### src/rtl/wo_coh_ctrl.sv
module wo_coh_ctrl #(
  parameter int AW    = 8,
  parameter int DW    = 32,
  parameter int LINES = 4
) (
  input  logic          clk,
  input  logic          rst_n,
  input  logic          cpu_req,
  input  logic          cpu_we,
  input  logic [AW-1:0] cpu_addr,
  input  logic [DW-1:0] cpu_wdata,
  output logic          cpu_ack,
  output logic [DW-1:0] cpu_rdata,
  output logic          bus_req,
  input  logic          bus_gnt,
  output logic          mst_valid,
  output logic [1:0]    mst_cmd,
  output logic [AW-1:0] mst_addr,
  input  logic          snp_valid,
  input  logic [1:0]    snp_cmd,
  input  logic [AW-1:0] snp_addr,
  input  logic          fill_valid,
  input  logic [DW-1:0] fill_data,
  output logic          sup_valid,
  output logic [DW-1:0] sup_data,
  output logic          mem_wr,
  output logic [AW-1:0] mem_addr,
  output logic [DW-1:0] mem_wdata
);
  localparam int IW = $clog2(LINES);
  localparam int TW = AW - IW;

  localparam logic [1:0] LS_I = 2'd0, LS_V = 2'd1, LS_R = 2'd2, LS_D = 2'd3;
  localparam logic [1:0] CMD_WB = 2'd0, CMD_RD = 2'd1, CMD_RDX = 2'd2, CMD_WINV = 2'd3;

  typedef enum logic [1:0] {F_IDLE, F_WB, F_REQ, F_WAIT} fsm_t;
  fsm_t fsm;

  logic [1:0]    lst  [LINES];
  logic [TW-1:0] ltag [LINES];
  logic [DW-1:0] ldat [LINES];

  logic          p_we;
  logic [AW-1:0] p_addr;
  logic [DW-1:0] p_wdata;

  logic [IW-1:0] c_idx, s_idx, p_idx;
  logic          c_hit, s_hit, p_same, upg_ok, accept;
  logic [1:0]    c_st, s_st, p_st;

  assign c_idx  = cpu_addr[IW-1:0];
  assign s_idx  = snp_addr[IW-1:0];
  assign p_idx  = p_addr[IW-1:0];
  assign c_st   = lst[c_idx];
  assign s_st   = lst[s_idx];
  assign p_st   = lst[p_idx];
  assign c_hit  = (c_st != LS_I) && (ltag[c_idx] == cpu_addr[AW-1:IW]);
  assign s_hit  = (s_st != LS_I) && (ltag[s_idx] == snp_addr[AW-1:IW]);
  assign p_same = ltag[p_idx] == p_addr[AW-1:IW];
  assign upg_ok = (p_st == LS_V) && p_same;
  assign accept = (fsm == F_IDLE) && cpu_req && !(snp_valid && (s_idx == c_idx));

  assign bus_req   = fsm != F_IDLE;
  assign mst_valid = bus_gnt && ((fsm == F_REQ) || (fsm == F_WB && p_st == LS_D));
  assign mst_cmd   = (fsm == F_WB) ? CMD_WB : !p_we ? CMD_RD : upg_ok ? CMD_WINV : CMD_RDX;
  assign mst_addr  = (fsm == F_WB) ? {ltag[p_idx], p_idx} : p_addr;

  always_ff @(posedge clk) begin
    if (!rst_n) begin
      fsm       <= F_IDLE;
      cpu_ack   <= 1'b0;
      sup_valid <= 1'b0;
      mem_wr    <= 1'b0;
      for (int i = 0; i < LINES; i++) lst[i] <= LS_I;
    end else begin
      cpu_ack   <= 1'b0;
      sup_valid <= 1'b0;
      mem_wr    <= 1'b0;

      if (snp_valid && s_hit && snp_cmd != CMD_WB) begin
        if (s_st == LS_D && snp_cmd != CMD_WINV) begin
          sup_valid <= 1'b1;
          sup_data  <= ldat[s_idx];
          mem_wr    <= 1'b1;
          mem_addr  <= snp_addr;
          mem_wdata <= ldat[s_idx];
        end
        if (snp_cmd == CMD_RD) lst[s_idx] <= LS_V;
        else                   lst[s_idx] <= LS_I;
      end

      case (fsm)
        F_IDLE: if (accept) begin
          p_we    <= cpu_we;
          p_addr  <= cpu_addr;
          p_wdata <= cpu_wdata;
          if (c_hit && !cpu_we) begin
            cpu_rdata <= ldat[c_idx];
            cpu_ack   <= 1'b1;
          end else if (c_hit && c_st != LS_V) begin
            ldat[c_idx] <= cpu_wdata;
            lst[c_idx]  <= LS_D;
            cpu_ack     <= 1'b1;
          end else if (c_hit) begin
            fsm <= F_REQ;
          end else begin
            fsm <= (c_st == LS_D) ? F_WB : F_REQ;
          end
        end
        F_WB: begin
          if (p_st != LS_D) fsm <= F_REQ;
          else if (bus_gnt) begin
            mem_wr     <= 1'b1;
            mem_addr   <= {ltag[p_idx], p_idx};
            mem_wdata  <= ldat[p_idx];
            lst[p_idx] <= LS_I;
            fsm        <= F_REQ;
          end
        end
        F_REQ: if (bus_gnt) begin
          if (p_we && upg_ok) begin
            ldat[p_idx] <= p_wdata;
            lst[p_idx]  <= LS_R;
            mem_wr      <= 1'b1;
            mem_addr    <= p_addr;
            mem_wdata   <= p_wdata;
            cpu_ack     <= 1'b1;
            fsm         <= F_IDLE;
          end else begin
            fsm <= F_WAIT;
          end
        end
        F_WAIT: if (fill_valid) begin
          ltag[p_idx] <= p_addr[AW-1:IW];
          cpu_ack     <= 1'b1;
          fsm         <= F_IDLE;
          if (p_we) begin
            ldat[p_idx] <= p_wdata;
            lst[p_idx]  <= LS_D;
          end else begin
            ldat[p_idx] <= fill_data;
            lst[p_idx]  <= LS_V;
            cpu_rdata   <= fill_data;
          end
        end
        default: fsm <= F_IDLE;
      endcase
    end
  end
endmodule

### config.mk
export PLATFORM = sky130hd
export DESIGN_NAME = wo_coh_ctrl
export DESIGN_NICKNAME = d
export VERILOG_FILES = /design/src/rtl/wo_coh_ctrl.sv
export SDC_FILE = /design/constraint.sdc
export NUM_CORES = 1
export LEC_CHECK = 0
export BUFFER_PORTS_ARGS = -buffer_cell sky130_fd_sc_hd__buf_2
export CORE_AREA = 3 3 202 204
export CTS_CLUSTER_DIAMETER = 150
export DETAILED_ROUTE_END_ITERATION = 8
export DIE_AREA = 0 0 205 207
export PLACE_DENSITY = 0.62
export SETUP_SLACK_MARGIN = 0.05
export SLEW_MARGIN = 10
export SYNTH_ARGS = -nofsm -noshare
export SYNTH_HDL_FRONTEND = slang
export SYNTH_SLANG_ARGS = --single-unit
### constraint.sdc
create_clock -name clk -period 13.3 [get_ports clk]
set_input_delay 1.33 -clock clk [delete_from_list [all_inputs] [get_ports clk]]
set_output_delay 1.33 -clock clk [all_outputs]
set_load 0.005 [all_outputs]
==> flow_metrics.env, run 1 <==
export IMPL_status="complete, no violations"
export IMPL_setup_violations=0
export IMPL_die_h_um=207
export IMPL_synth_cells=970
export IMPL_hp_start="fsm[1]"
export IMPL_relSlewSlack_pct=32.4
export IMPL_core_um2=39500
export IMPL_endpoint_kind="output port"
export IMPL_tightest_slew_ns=1.01
export IMPL_synth_seq_area_share_pct=59.8
export IMPL_crit_required_ns=11.97
export IMPL_drt_pass1_iterations=5
export IMPL_cts_num_sinks=312
export IMPL_arrival_ns=3.36
export IMPL_place_gp_congestion=0.806
export IMPL_post_cts_resized=0
export IMPL_synth_flop_cell="edfxtp_1"
export IMPL_syn_area_um2=15600
export IMPL_wl_per_cell_um=25.5
export IMPL_pre_cts_slack_ns=8.08
export IMPL_cts_buffers=35
export IMPL_grt_pass1_wl_um=65000
export IMPL_finalCritPeriodShare_pct=35.3
export IMPL_final_cell_mix="edfxtp_1, buf_2, mux4_2, nand2_1, o21ai_0"
export IMPL_p_per_area_nw_per_um2=158
export IMPL_max_freq_ghz=0.213
export IMPL_final_area_um2=18400
export IMPL_ir_drop_mv=0.0909
export IMPL_clkSlewWorstSetupHoldPaths_ns=0.06
export IMPL_avgSynthCellArea_um2=16.0
export IMPL_die_area_um2=42400
export IMPL_die_w_um=205
export IMPL_syn_nets=1064
export IMPL_track_usage_pct=20.4
export IMPL_fin_util_pct=46.7
export IMPL_hold_viol_final=0
export IMPL_worst_setup_path_type="flip-flop to output port"
export IMPL_initial_utilization_pct=39.4
export IMPL_drt_total_wl_um=43600
export IMPL_ctsHoldBuffers=0
export IMPL_root_buffer="clkbuf_16"
export IMPL_ant_nets=0
export IMPL_maxSlewViolCount=0
export IMPL_async_flop_share_pct=0
export IMPL_yosysUniqueCellTypes=59
export IMPL_drc=0
export IMPL_area_growth_pct=18.4
export IMPL_fin_tns_setup_ns=0
export IMPL_placed_area_um2=17100
export IMPL_clock_path_buffers=3
export IMPL_io_buffers=207
export IMPL_vias=9878
export IMPL_finalNetCount=1253
export IMPL_post_cts_setup_buffer_count=0
export IMPL_overflow=0
export IMPL_static_leakage_power_uw=0.00616
export IMPL_whs_ns=0.508
export IMPL_cts_tree="done"
export IMPL_grt_pass1_vias=10300
export IMPL_grt_max_degree=50
export IMPL_max_cap_viol_count=0
export IMPL_clk_latency_ns=0.53
export IMPL_rows=73
export IMPL_fin_skew_ns=0.0194
export IMPL_period_minus_slack_ns=4.69
export IMPL_ios=208
export IMPL_hold_class="flip-flop to flip-flop"
export IMPL_synth_edf_count=305
export IMPL_rsz0062_at_grt="false"
export IMPL_post_dp_hpwl_um=27300
export IMPL_final_common_cell="edfxtp_1"
export IMPL_worstPathMaxFanout=40
export IMPL_cp_start_kind="flip-flop"
export IMPL_cts_max_level=2
export IMPL_ys_ff_latch=312
export IMPL_via_per_inst=5.77
export IMPL_antenna_found_initial=2
export IMPL_drt_iter0_drc=750
export IMPL_drive_gt1_share_pct=39.5
export IMPL_yosys_warnings=0
export IMPL_timing_final_ws_setup_ns=8.61
-- area by class of cell --
type	instances	area [µm²]
diodes	1	2.50
clock buffers	41	930
clock inverters	23	344
fillers	3465	21000
inverters	9	33.8
multi-input cells	574	5960
flip-flops and latches	312	9300
well taps	525	657
repair buffers	227	1190
-- routing by layer --
| layer | GRT usage [%] | wire length, µm | vias to the layer above |
|---|---|---|---|
| met2 | 34.3 | 21700 | 443 |
| met4 | 7.52 | 1540 | 2 |
| met3 | 4.13 | 3520 | 96 |
| li1 | - | - | 4347 |
| met5 | 0 | 11 | - |
| met1 | 26.2 | 16800 | 4990 |
-- sequential cells by signal (all words and copies together) (netlist names), 8 cells and up, named ones only --
register and count:
lst 8, p_addr 8, p_wdata 32, mem_addr 8, mem_wdata 32, sup_data 32, ltag 24, ldat 128
cpu_rdata 32
-- critical path, stage by stage, from the launching register on --
cell	delay [ns]
dfxtp_4	0.96
mux4_2	0.66
xnor2_1	0.34
nand4_4	0.19
nor3_1	0.30
nand2_1	0.09
a21oi_1	0.15
buf_2	0.15
-- report_power, final --
group / total (µW) / switching (µW) / internal, µW / leakage, µW
sequential: 1280 / 73.3 / 1210 / 0.00287
clock: 1060 / 397 / 661 / 0.000612
combinational: 571 / 343 / 228 / 0.00268
-- worst paths after layout --
kind,cells after the start,slack [ns],end
setup / recovery,7,8.61,mst_cmd[0]
hold reg to reg,2,0.51,fsm[1]
setup reg to reg,8,8.96,ldat[3][31]
hold / removal,2,0.51,fsm[1]
-- cells in the mapped netlist, types with 4 or more instances --
| library cell | number | area [µm²] |
|---|---|---|
| a22oi_1 | 33 | 248 |
| mux2i_1 | 43 | 430 |
| o21ai_0 | 45 | 225 |
| nand2_1 | 95 | 357 |
| nor2b_1 | 4 | 25.0 |
| buf_6 | 5 | 56.3 |
| mux2_2 | 38 | 428 |
| edfxtp_1 | 305 | 9160 |
| xnor2_1 | 14 | 123 |
| nand3b_1 | 5 | 37.5 |
| a22o_1 | 38 | 333 |
| buf_4 | 9 | 67.6 |
| nor2_1 | 18 | 67.6 |
| nor4_1 | 5 | 31.3 |
| o21ai_1 | 37 | 185 |
| buf_2 | 5 | 25.0 |
| buf_1 | 8 | 30.0 |
| and2_1 | 4 | 25.0 |
| inv_1 | 9 | 33.8 |
| clkbuf_1 | 45 | 169 |
| dfxtp_1 | 7 | 140 |
| ha_1 | 5 | 62.6 |
| nand3_1 | 8 | 40.0 |
| mux4_2 | 119 | 2680 |
| a21oi_1 | 10 | 50.1 |
| or3_1 | 4 | 25.0 |
-- through the flow --
| stage | power [µW] | cells |
|---|---|---|
| 6_report | 2910 | 1712 |
| 5_1_grt | 3040 | 1711 |
| 4_1_cts | 2940 | 1711 |
| 3_5_place_dp | 1880 | 1647 |
| 3_3_place_gp | 1860 | 1647 |
| 2_1_floorplan | 1620 | 970 |
-- cell families after synthesis --
logic type               synth area share [%]
flip-flops                               59.8
multiplexers                             22.9
AO/OA/AOI/OAI                            7.68
AND/OR/NAND/NOR                          5.28
buffers and inverters                    2.69
XOR/XNOR                                 1.27
adder cells (fa/ha/maj)                 0.402
Power figures use the tool's default switching activity.
==> run 2: changes to the inputs <==
--- a/config.mk
+++ b/config.mk
@@ -10,7 +10,7 @@
 export CTS_CLUSTER_DIAMETER = 150
 export DETAILED_ROUTE_END_ITERATION = 8
 export DIE_AREA = 0 0 205 207
-export PLACE_DENSITY = 0.62
+export PLACE_DENSITY = 0.64
 export SETUP_SLACK_MARGIN = 0.05
 export SLEW_MARGIN = 10
 export SYNTH_ARGS = -nofsm -noshare
==> constraint.sdc (replaced) <==
create_clock -name clk -period 3.95 [get_ports clk]
set_input_delay 0.395 -clock clk [delete_from_list [all_inputs] [get_ports clk]]
set_output_delay 0.395 -clock clk [all_outputs]
set_load 0.005 [all_outputs]
==> flow_metrics.env, run 2 (synthesis results as in run 1) <==
export IMPL_status="complete, no violations"
export IMPL_drt_iter0_drc=901
export IMPL_arrival_ns=3.77
export IMPL_overflow=0
export IMPL_ir_drop_mv=0.303
export IMPL_core_um2=39500
export IMPL_clkSlewWorstSetupHoldPaths_ns=0.06
export IMPL_multiInputGateArea_um2=5960
export IMPL_drive_gt1_share_pct=39.7
export IMPL_initial_utilization_pct=39.4
export IMPL_p_per_area_nw_per_um2=524
export IMPL_hp_start="cpu_wdata[27]"
export IMPL_ios=208
export IMPL_diodes=0
export IMPL_via_per_inst=5.79
export IMPL_largest_reg_flops=128
export IMPL_power_internal_uw=6970
export IMPL_track_usage_pct=20.7
export IMPL_post_cts_setup_buffer_count=0
export IMPL_clock_path_buffers=3
export IMPL_max_cap_viol_count=0
export IMPL_grt_pass1_vias=10300
export IMPL_vias=9944
export IMPL_crit_required_ns=4.18
export IMPL_clkPwrFrac_pct=35.1
export IMPL_fin_tns_setup_ns=0
export IMPL_drt_pass1_iterations=5
export IMPL_ant_nets=0
export IMPL_cts_num_sinks=312
export IMPL_die_w_um=205
export IMPL_fin_util_pct=46.9
export IMPL_relSlewSlack_pct=36.6
export IMPL_cp_start_kind="flip-flop"
export IMPL_static_leakage_power_uw=0.00620
export IMPL_final_cell_mix="edfxtp_1, buf_2, mux4_2, nand2_1, o21ai_0"
export IMPL_drc=0
export IMPL_clk_latency_ns=0.53
export IMPL_setup_violations=0
export IMPL_worstPathMaxFanout=43
export IMPL_endpoint_kind="flip-flop"
export IMPL_hold_viol_final=0
export IMPL_max_freq_ghz=0.283
export IMPL_maxSlewViolCount=0
export IMPL_post_dp_hpwl_um=29400
export IMPL_cts_tree="done"
export IMPL_rows=73
export IMPL_fin_skew_ns=0.0198
export IMPL_tightest_slew_ns=0.949
export IMPL_p_sw_share_pct=28.0
export IMPL_p_sw_uw=2720
export IMPL_wl_per_cell_um=25.8
export IMPL_finalNetCount=1264
export IMPL_place_gp_congestion=0.837
export IMPL_rsz0062_at_grt="false"
export IMPL_die_area_um2=42400
export IMPL_final_common_cell="edfxtp_1"
export IMPL_period_minus_slack_ns=3.54
export IMPL_crit_slowest_cell="mux4_2"
export IMPL_final_fill_count=3441
export IMPL_ctsHoldBuffers=0
export IMPL_area_growth_pct=18.9
export IMPL_placedCellCount=1659
export IMPL_finalCritPeriodShare_pct=89.5
export IMPL_root_buffer="clkbuf_16"
export IMPL_cts_max_level=2
export IMPL_final_cells=1718
export IMPL_regArea_um2=9300
export IMPL_top_register="ldat"
export IMPL_crit_buf_inv=2
export IMPL_final_area_um2=18500
export IMPL_drt_total_wl_um=44400
export IMPL_p_total_uw=9690
export IMPL_cts_buffers=34
export IMPL_pwr_share_seq_pct=44.0
export IMPL_io_buffers=207
export IMPL_critPathMaxStageDelay_ns=0.59
export IMPL_placed_area_um2=17300
export IMPL_p_comb_share_pct=20.9
export IMPL_antenna_found_initial=1
export IMPL_cpMostUsedCell="buf_4"
export IMPL_crit_family="simple AND/OR/NAND/NOR gates"
export IMPL_crit_chain="buf_4, mux4_2, nand2b_1, nor4_4, buf_4, nor2_1, o21ai_1, or3_1"
export IMPL_grt_pass1_wl_um=66100
export IMPL_grt_max_degree=46
export IMPL_die_h_um=207
export IMPL_post_cts_resized=0
export IMPL_worst_setup_path_type="flip-flop to flip-flop"
export IMPL_hold_class="primary input to flip-flop"
[run 2: metrics by stage]
step / hold WS (ns) / setup WS [ns]
4_1_cts: 0.0333 / 0.398
5_1_grt: 0.0393 / 0.202
6_report: 0.0539 / 0.413
2_1_floorplan: 0.465 / -0.385
3_5_place_dp: 0.495 / 0.431
3_3_place_gp: 0.486 / 0.464
[run 2: final timing paths]
check	end	slack, ns	cells past startpoint
hold / removal	p_wdata[27]	0.05	1
setup / recovery	lst[3][0]	0.41	8
setup reg to reg	lst[3][0]	0.41	8
hold reg to reg	fsm[1]	0.50	2
[run 2: final cells by class]
class | instances | area share, %
Sequential cell | 312 | 50.3
Multi-Input combinational cell | 574 | 32.2
Timing Repair Buffer | 239 | 7.40
Clock buffer | 40 | 4.84
Tap cell | 525 | 3.55
Clock inverter | 19 | 1.55
Inverter | 9 | 0.183
[run 2: power by group through the flow]
stage / Sequential, µW / Clock (µW) / Combinational [µW]
final: 4260 / 3400 / 2030
after CTS: 4260 / 3450 / 2060
after global routing: 4290 / 3610 / 2200
after detailed placement: 4320 / 0 / 2060
after global placement: 4320 / 0 / 2030
after floorplan: 4270 / 0 / 1200
[run 2: layer usage]
layer | global-route usage, % | wire, µm | part of all wire (%)
met3 | 3.52 | 3150 | 7.1
met4 | 7.87 | 1670 | 3.8
met2 | 35.3 | 22400 | 51
met1 | 26.6 | 17100 | 39
met5 | 0 | 7 | 0.016
==> run 3: changes to the inputs <==
--- a/config.mk
+++ b/config.mk
@@ -6,11 +6,11 @@
 export NUM_CORES = 1
 export LEC_CHECK = 0
 export BUFFER_PORTS_ARGS = -buffer_cell sky130_fd_sc_hd__buf_2
-export CORE_AREA = 3 3 202 204
+export CORE_AREA = 3 3 190 192
 export CTS_CLUSTER_DIAMETER = 150
 export DETAILED_ROUTE_END_ITERATION = 8
-export DIE_AREA = 0 0 205 207
-export PLACE_DENSITY = 0.64
+export DIE_AREA = 0 0 193 195
+export PLACE_DENSITY = 0.71
 export SETUP_SLACK_MARGIN = 0.05
 export SLEW_MARGIN = 10
 export SYNTH_ARGS = -nofsm -noshare
==> flow_metrics.env, run 3 (synthesis results as in run 1) <==
export IMPL_diodes=0
export IMPL_grt_pass1_wl_um=65000
export IMPL_p_total_uw=9530
export IMPL_worstPathMaxFanout=32
export IMPL_r2r_end="ldat[2][0]"
export IMPL_drt_pass1_iterations=5
export IMPL_fin_skew_ns=0.0222
export IMPL_final_cell_mix="edfxtp_1, buf_2, mux4_2, nand2_1, o21ai_0"
export IMPL_arrival_ns=3.87
export IMPL_clkPwrFrac_pct=33.9
export IMPL_cp_endpoint="ldat[2][0]"
export IMPL_setup_violations=0
export IMPL_die_w_um=193
export IMPL_clock_path_buffers=3
export IMPL_wl_per_cell_um=26.6
export IMPL_final_area_um2=18300
export IMPL_pre_cts_slack_ns=0.433
export IMPL_placed_area_um2=17200
export IMPL_io_buffers=207
export IMPL_max_cap_viol_count=0
export IMPL_cts_buffers=36
export IMPL_largest_reg_flops=128
export IMPL_die_area_um2=37600
export IMPL_ctsHoldBuffers=0
export IMPL_vias=10200
export IMPL_pwr_share_seq_pct=44.7
export IMPL_drt_iter0_drc=1241
export IMPL_root_buffer="clkbuf_16"
export IMPL_post_dp_hpwl_um=28300
export IMPL_worstRegToRegCells=8
export IMPL_finalCritPeriodShare_pct=90.9
export IMPL_crit_slowest_cell="or4_4"
export IMPL_endpoint_kind="flip-flop"
export IMPL_hold_class="primary input to flip-flop"
export IMPL_post_cts_resized=0
export IMPL_clk_latency_ns=0.53
export IMPL_cp_start_kind="flip-flop"
export IMPL_power_internal_uw=6780
export IMPL_timing_final_ws_setup_ns=0.359
export IMPL_p_sw_uw=2750
export IMPL_p_per_area_nw_per_um2=519
export IMPL_relSlewSlack_pct=35.0
export IMPL_p_comb_share_pct=21.4
export IMPL_placedCellCount=1592
export IMPL_crit_required_ns=4.23
export IMPL_p_sw_share_pct=28.8
export IMPL_grt_max_degree=46
export IMPL_die_h_um=195
export IMPL_core_um2=34500
export IMPL_final_cells=1653
export IMPL_period_minus_slack_ns=3.59
export IMPL_critPathMaxStageDelay_ns=0.64
export IMPL_ios=208
export IMPL_max_freq_ghz=0.279
export IMPL_rsz0062_at_grt="false"
export IMPL_status="complete, no violations"
export IMPL_finalNetCount=1269
export IMPL_cts_num_sinks=312
export IMPL_drt_total_wl_um=43900
export IMPL_static_leakage_power_uw=0.00619
export IMPL_maxSlewViolCount=0
export IMPL_drive_gt1_share_pct=39.9
export IMPL_overflow=0
export IMPL_worst_r2r_setup_slack_ns=0.36
export IMPL_cts_max_level=2
export IMPL_place_gp_congestion=0.865
export IMPL_cts_tree="done"
export IMPL_top_register="ldat"
export IMPL_track_usage_pct=23.2
export IMPL_tightest_slew_ns=0.974
export IMPL_antenna_found_initial=0
export IMPL_crit_chain="mux4_2, xnor2_1, nand4_4, or4_4, a21oi_4, buf_4, a22oi_1, o21ai_0"
export IMPL_via_per_inst=6.16
export IMPL_cp_depth=8
export IMPL_rows=68
export IMPL_crit_family="simple AND/OR/NAND/NOR gates"
export IMPL_area_growth_pct=17.9
export IMPL_ant_nets=0
export IMPL_drc=0
export IMPL_final_common_cell="edfxtp_1"
export IMPL_crit_buf_inv=1
export IMPL_clkSlewWorstSetupHoldPaths_ns=0.06
export IMPL_hold_viol_final=0
export IMPL_grt_pass1_vias=10400
export IMPL_initial_utilization_pct=45.0
export IMPL_post_cts_setup_buffer_count=0
export IMPL_worst_setup_path_type="flip-flop to flip-flop"
export IMPL_fin_util_pct=53.1
export IMPL_ir_drop_mv=0.306
## run 3: cell count changes in the layout (fill, tap and decap cells not counted), sizes merged
cell	delta
bufinv	-4
buf	+3
clkinv	+3
clkbuf	+2
clkinvlp	+1
## run 3: worst min path at each step
stage | startpoint | end | cells after the start
6_report | cpu_wdata[24] | p_wdata[24] | 1
5_1_grt | cpu_wdata[10] | p_wdata[10] | 1
4_1_cts | cpu_wdata[7] | p_wdata[7] | 1
3_3_place_gp | fsm[1] | fsm[1] | 2
2_1_floorplan | fsm[1] | fsm[1] | 2
3_5_place_dp | fsm[1] | fsm[1] | 2
## run 3: area by class of cell
type / instances / area (µm²)
clock buffer: 42 / 945
clock inverter: 19 / 188
fill: 2838 / 16200
inverter: 9 / 33.8
multi-input combinational: 574 / 5960
sequential: 312 / 9300
tap: 455 / 569
timing repair buffer: 242 / 1350
## run 3: worst register-to-register path: cells and delay by family, from the launching register on
kind	cells	cell delay [ns]
AND/OR/NAND/NOR	2	0.83
flip-flops	1	0.48
XOR/XNOR	1	0.34
AO/OA/AOI/OAI	3	0.64
buffers and inverters	1	0.48
multiplexers	1	0.59
## run 3: per-layer routing
metal	global-route usage, %	wire length (µm)
met1	30.9	16100
met2	39.4	22300
met3	3.48	4200
met4	7.71	1350
met5	0	0
## run 3: metrics by stage
step	hold WS, ns	setup TNS [ns]
after global placement	0.494	0
after CTS	0.0454	0
after detailed placement	0.505	0
after floorplan	0.465	-28.34
after global routing	0.0557	0
final	0.0598	0
## run 3: power groups by stage
stage	registers, µW	clock network [µW]	logic [µW]
CTS	4260	3280	2040
global placement	4310	0	1990
finish	4260	3230	2040
detailed placement	4320	0	2040
floorplan	4270	0	1200
global route	4280	3420	2190
